[config.mk]
export PLATFORM = sky130hd
export DESIGN_NAME = oneshot_pulse_timer
export DESIGN_NICKNAME = d
export VERILOG_FILES = /design/src/rtl/ost_pkg.sv /design/src/rtl/ost_counter.sv /design/src/rtl/ost_ctrl.sv /design/src/rtl/ost_outff.sv /design/src/rtl/oneshot_pulse_timer.sv
export SDC_FILE = /design/constraint.sdc
export NUM_CORES = 1
export LEC_CHECK = 0
export ABC_CLOCK_PERIOD_IN_PS = 3700
export BUFFER_PORTS_ARGS = -buffer_cell sky130_fd_sc_hd__buf_2
export CELL_PAD_IN_SITES_DETAIL_PLACEMENT = 0
export CELL_PAD_IN_SITES_GLOBAL_PLACEMENT = 1
export CORE_ASPECT_RATIO = 0.6
export CORE_MARGIN = 10
export CORE_UTILIZATION = 40
export DETAILED_ROUTE_END_ITERATION = 8
export PLACE_DENSITY_LB_ADDON = 0.1
export SYNTH_ARGS = -nofsm -noshare
export SYNTH_HDL_FRONTEND = slang
export SYNTH_HIERARCHICAL = 1
export SYNTH_SLANG_ARGS = --single-unit
[constraint.sdc]
create_clock -name clk_i -period 3.7 [get_ports clk_i]
set_input_delay 0.37 -clock clk_i [delete_from_list [all_inputs] [get_ports clk_i]]
set_output_delay 0.37 -clock clk_i [all_outputs]
set_load 0.02 [all_outputs]
[src/rtl/ost_pkg.sv]
package ost_pkg;
  typedef enum logic {
    PH_DELAY = 1'b0,
    PH_WIDTH = 1'b1
  } phase_e;
endpackage

[src/rtl/ost_counter.sv]
module ost_counter #(
  parameter int W = 24
) (
  input  logic         clk_i,
  input  logic         rst_ni,
  input  logic         load_pre_i,
  input  logic [W-1:0] pre_i,
  input  logic         rld_wr_i,
  input  logic [W-1:0] rld_wdata_i,
  input  logic         load_rld_i,
  input  logic         dec_i,
  output logic [W-1:0] cnt_o,
  output logic         zero_o
);
  localparam logic [W-1:0] ONE = W'(1);

  logic [W-1:0] cnt_q, rld_q;

  always_ff @(posedge clk_i or negedge rst_ni) begin
    if (!rst_ni) rld_q <= '0;
    else if (rld_wr_i) rld_q <= rld_wdata_i;
  end

  // preset has priority; load and decrement are exclusive by construction
  always_ff @(posedge clk_i or negedge rst_ni) begin
    if (!rst_ni)         cnt_q <= '0;
    else if (load_pre_i) cnt_q <= pre_i;
    else if (load_rld_i) cnt_q <= rld_q;
    else if (dec_i)      cnt_q <= cnt_q - ONE;
  end

  assign cnt_o  = cnt_q;
  assign zero_o = (cnt_q == '0);
endmodule

[src/rtl/ost_ctrl.sv]
module ost_ctrl
  import ost_pkg::*;
(
  input  logic clk_i,
  input  logic rst_ni,
  input  logic cnt_wr_i,
  input  logic en_wr_i,
  input  logic en_wdata_i,
  input  logic tick_i,
  input  logic zero_i,
  output logic load_pre_o,
  output logic load_rld_o,
  output logic dec_o,
  output logic uflow_o,
  output logic busy_o
);
  phase_e phase_q;
  logic   run_q, armed_q;
  logic   stop_req, start_req, act, done;

  assign stop_req  = en_wr_i & ~en_wdata_i;
  assign start_req = en_wr_i & en_wdata_i & armed_q;
  // stop takes effect in the same cycle: the strobe is dropped
  assign act       = run_q & ~stop_req;
  assign dec_o     = act & tick_i & ~zero_i;
  assign uflow_o   = act & tick_i & zero_i;
  assign load_rld_o = uflow_o & (phase_q == PH_DELAY);
  assign done      = uflow_o & (phase_q == PH_WIDTH);
  assign load_pre_o = cnt_wr_i & ~run_q;

  always_ff @(posedge clk_i or negedge rst_ni) begin
    if (!rst_ni) begin
      run_q   <= 1'b0;
      armed_q <= 1'b0;
      phase_q <= PH_DELAY;
    end else begin
      if (stop_req || done) run_q <= 1'b0;
      else if (start_req)   run_q <= 1'b1;

      if (load_pre_o) armed_q <= 1'b1;
      else if (done)  armed_q <= 1'b0;

      if (load_pre_o)      phase_q <= PH_DELAY;
      else if (load_rld_o) phase_q <= PH_WIDTH;
      else if (done)       phase_q <= PH_DELAY;
    end
  end

  assign busy_o = run_q;
endmodule

[src/rtl/ost_outff.sv]
module ost_outff (
  input  logic clk_i,
  input  logic rst_ni,
  input  logic uflow_i,
  output logic out_o,
  output logic req_o
);
  logic out_q, req_q;

  always_ff @(posedge clk_i or negedge rst_ni) begin
    if (!rst_ni) begin
      out_q <= 1'b0;
      req_q <= 1'b0;
    end else begin
      if (uflow_i) out_q <= ~out_q;
      req_q <= uflow_i;
    end
  end

  assign out_o = out_q;
  assign req_o = req_q;
endmodule

[src/rtl/oneshot_pulse_timer.sv]
module oneshot_pulse_timer #(
  parameter int W = 24
) (
  input  logic         clk_i,
  input  logic         rst_ni,
  input  logic         cnt_wr_i,
  input  logic [W-1:0] cnt_wdata_i,
  input  logic         rld_wr_i,
  input  logic [W-1:0] rld_wdata_i,
  input  logic         en_wr_i,
  input  logic         en_wdata_i,
  input  logic         tick_i,
  output logic         out_o,
  output logic         req_o,
  output logic         busy_o,
  output logic [W-1:0] cnt_o
);
  logic load_pre, load_rld, dec, uflow, zero;

  ost_ctrl u_ctrl (
    .clk_i      (clk_i),
    .rst_ni     (rst_ni),
    .cnt_wr_i   (cnt_wr_i),
    .en_wr_i    (en_wr_i),
    .en_wdata_i (en_wdata_i),
    .tick_i     (tick_i),
    .zero_i     (zero),
    .load_pre_o (load_pre),
    .load_rld_o (load_rld),
    .dec_o      (dec),
    .uflow_o    (uflow),
    .busy_o     (busy_o)
  );

  ost_counter #(.W(W)) u_cnt (
    .clk_i       (clk_i),
    .rst_ni      (rst_ni),
    .load_pre_i  (load_pre),
    .pre_i       (cnt_wdata_i),
    .rld_wr_i    (rld_wr_i),
    .rld_wdata_i (rld_wdata_i),
    .load_rld_i  (load_rld),
    .dec_i       (dec),
    .cnt_o       (cnt_o),
    .zero_o      (zero)
  );

  ost_outff u_out (
    .clk_i   (clk_i),
    .rst_ni  (rst_ni),
    .uflow_i (uflow),
    .out_o   (out_o),
    .req_o   (req_o)
  );
endmodule

==> results.md <==
- Status: complete, no violations
- Routability cong.: 0.777
- Vias in the first global route: 2,625
- Post-Syn Nets: 357
- H-tree depth: 2
- WP data required: 3.87 ns
- Part of the power in registers: 44.4%
- Chip height: 87.5 µm
- Area grow syn2layout: 21.5%
- Max FO, Critical Path: 24
- Worst-case clock buffer depth: 2
- Endpoints failing setup: 0
- Peak VDD IR: 0.274 mV
- Routed Antenna Nets: 0
- Worst slew pin tran: 0.820 ns
- Fin crit share: 90.6%
- Die W: 133 µm
- Clock Latency Late Sink: 0.29 ns
- Register area: 1330 µm²
- CTS sink count: 53
- Core ar.: 7330 µm²
- Diode count: 0
- Fill cells: 723
- Gr usage total: 15.0%
- Setup repair bufs after CTS: 0
- Flop2flop setup slack: 0.35 ns
- Drc violations: 0
- TritonCTS clock tree: yes
- Clock Skew: 0.00437 ns
- # resized after CTS: 0
- Post-Syn Area: 3040 µm²
- Synth warnings: 6
- CP Data Arrival Time: 3.52 ns
- Placement Setup Slack: 0.347 ns
- Worst Setup End Kind: flip-flop
- Slew Viols, Final: 0
- Hold Path Class: primary input to async pin
- Setup CP Type: flip-flop to flip-flop
- Cell-internal power: 1180 µW
- IO buf count: 81
- Post-DP HPWL: 6.46 mm
- Global-route wire length before repair: 14.1 mm
- DRT Wirelength: 8.60 mm
- Clock power frac: 24.2%
- Synth unique cells: 56
- CTS buffer count: 5
- Top cells by area, synth: dfrtp_1, mux2_2, nand2_1
- Final hold violation count: 0
- Post-synth ARST share: 100%
- Max Fclk: 0.298 GHz
- I/O pin total: 82
- Clock-pin slew of the registers on the worst-case setup and hold paths: 0.06 ns
- Root buffer cell: clkbuf_16
- GRT overflow: 0
- Area of the multi-input gates: 1590 µm²
- Via count: 2,589
- Site Rows: 24
- Pwr Total: 1870 µW
- Share of cells above drive strength 1: 35.7%
- Cts-stage hold buffer count: 0
- Number of synthesized register bits: 53
- Register area share after synthesis: 43.7%
- Iteration-0 DRC Markers: 102
- Yosys top cell area share: 43.7%
- Number of flops mapped to enable cells by yosys: 0
- Largest net degree at the start of global routing: 42
- Fin Hold WS: 0.0648 ns
- Switching power: 692 µW
- Final worst path period need: 3.35 ns
- DR pass1 iterations: 4
- RSZ-0062 raised after global routing: false
- Syn avg cell area: 10.1 µm²
- Combinational share of power: 31.4%
- Pwr/cell area: 507 nW/µm²
- Post-synth top area cell: dfrtp_1
- Kind of start point of the critical path: flip-flop
- Top FF cell, synth: dfrtp_1
- Max_slew headroom: 45.1%
- MaxCap Viol Count: 0
- Cells after Synth: 300
- Nets: 434
- Sw frac: 37.0%
- Die area: 11,600 µm²
- Leak: 0.00161 µW
- Initial core utilization: 41.5%
- Initial antenna violation count: 0
- Crit path setup slack, layout: 0.349 ns
- Setup TNS: 0 ns
- Wire per inst: 17.8 µm
- Via density per instance: 5.37
routing by layer:
metal	routed length [µm]	vias up	global-route usage, %
met5	0	-	0
li1	-	1267	-
met2	3470	82	21.2
met1	4380	1235	21.8
met4	59	0	3.58
met3	687	5	4.61
state kept, by name, indices dropped and copies added (netlist names):
name	cells
u_ctrl/busy_o	1
u_cnt/rld_q	24
u_out/out_o	1
u_out/req_o	1
u_ctrl/phase_q	1
u_cnt/cnt_o	24
u_ctrl/armed_q	1
worst max-delay path, stage by stage, from the launching register on:
cell and delay, ns:
dfrtp_1 0.45, inv_1 0.11, ha_1 0.13, or4b_2 0.59, nor4_1 0.36, and4_4 0.35
and2_1 0.20, buf_4 0.30, or3b_1 0.18, buf_4 0.17, nor4_1 0.06, or3_1 0.31
layout make-up:
type                       count  area share (%)
multi-input combinational    217            43.1
timing repair buffer          89            12.6
inverter                      11            1.12
tap                          104            3.53
sequential                    53            35.9
clock buffer                   8            3.69
power by group through the flow:
| stage | Sequential [µW] | Combinational (µW) | Clock [µW] |
|---|---|---|---|
| finish | 830 | 587 | 452 |
| global route | 850 | 653 | 498 |
| CTS | 831 | 596 | 471 |
| detailed placement | 842 | 592 | 0 |
| global placement | 838 | 587 | 0 |
| floorplan | 901 | 299 | 0 |
placed cells by master (no fill, tap or decap), types with 6 or more instances in the layout:
cell      count
or3_1         7
xor2_1        8
mux2_2       24
o21ai_0      13
buf_2        81
nor2b_1       6
buf_4         8
o211ai_1      6
nor3b_1       8
nand3_1      10
nor2_1       15
nand2_1      27
a21oi_1      15
dfrtp_1      53
inv_1        11
metrics by stage:
stage	utilization, %	cells	cell area (µm²)
after CTS	50.4	482	3690
after detailed placement	48.5	474	3550
after global routing	50.4	482	3690
after global placement	48.5	474	3550
final	50.4	482	3690
after floorplan	-	300	3040
Yosys cell counts, drive strengths merged (4+ instances only):
master	count
a21oi	15
buf	4
clkbuf	15
dfrtp	53
inv	11
mux2	25
nand2	27
nand3	10
nor2	15
nor2b	7
nor3	6
nor3b	8
nor4	8
o211ai	6
o21ai	14
o311ai	5
or3	7
or4	5
xnor2	4
xor2	8
kinds of logic after synthesis:
group | synth area share [%]
flops | 43.7
simple gates | 23.3
fa+ha+maj | 0.824
xor+xnor | 3.46
mux | 10.4
compound gates | 14.3
buf+inv | 4.04
path summary, 6_finish.rpt:
check,cells after the start,to,start
worst min-delay path,1,u_cnt/rld_q[18],rst_ni
worst max-delay path,11,u_cnt/cnt_o[15],u_cnt/cnt_o[0]
max in group asynchronous,2,u_cnt/rld_q[4],rst_ni
worst max register to register,11,u_cnt/cnt_o[15],u_cnt/cnt_o[0]
worst min register to register,1,u_out/out_o,u_out/out_o
min in group clk_i,3,u_cnt/cnt_o[4],cnt_wdata_i[4]
(Power assumes the default switching activity.)
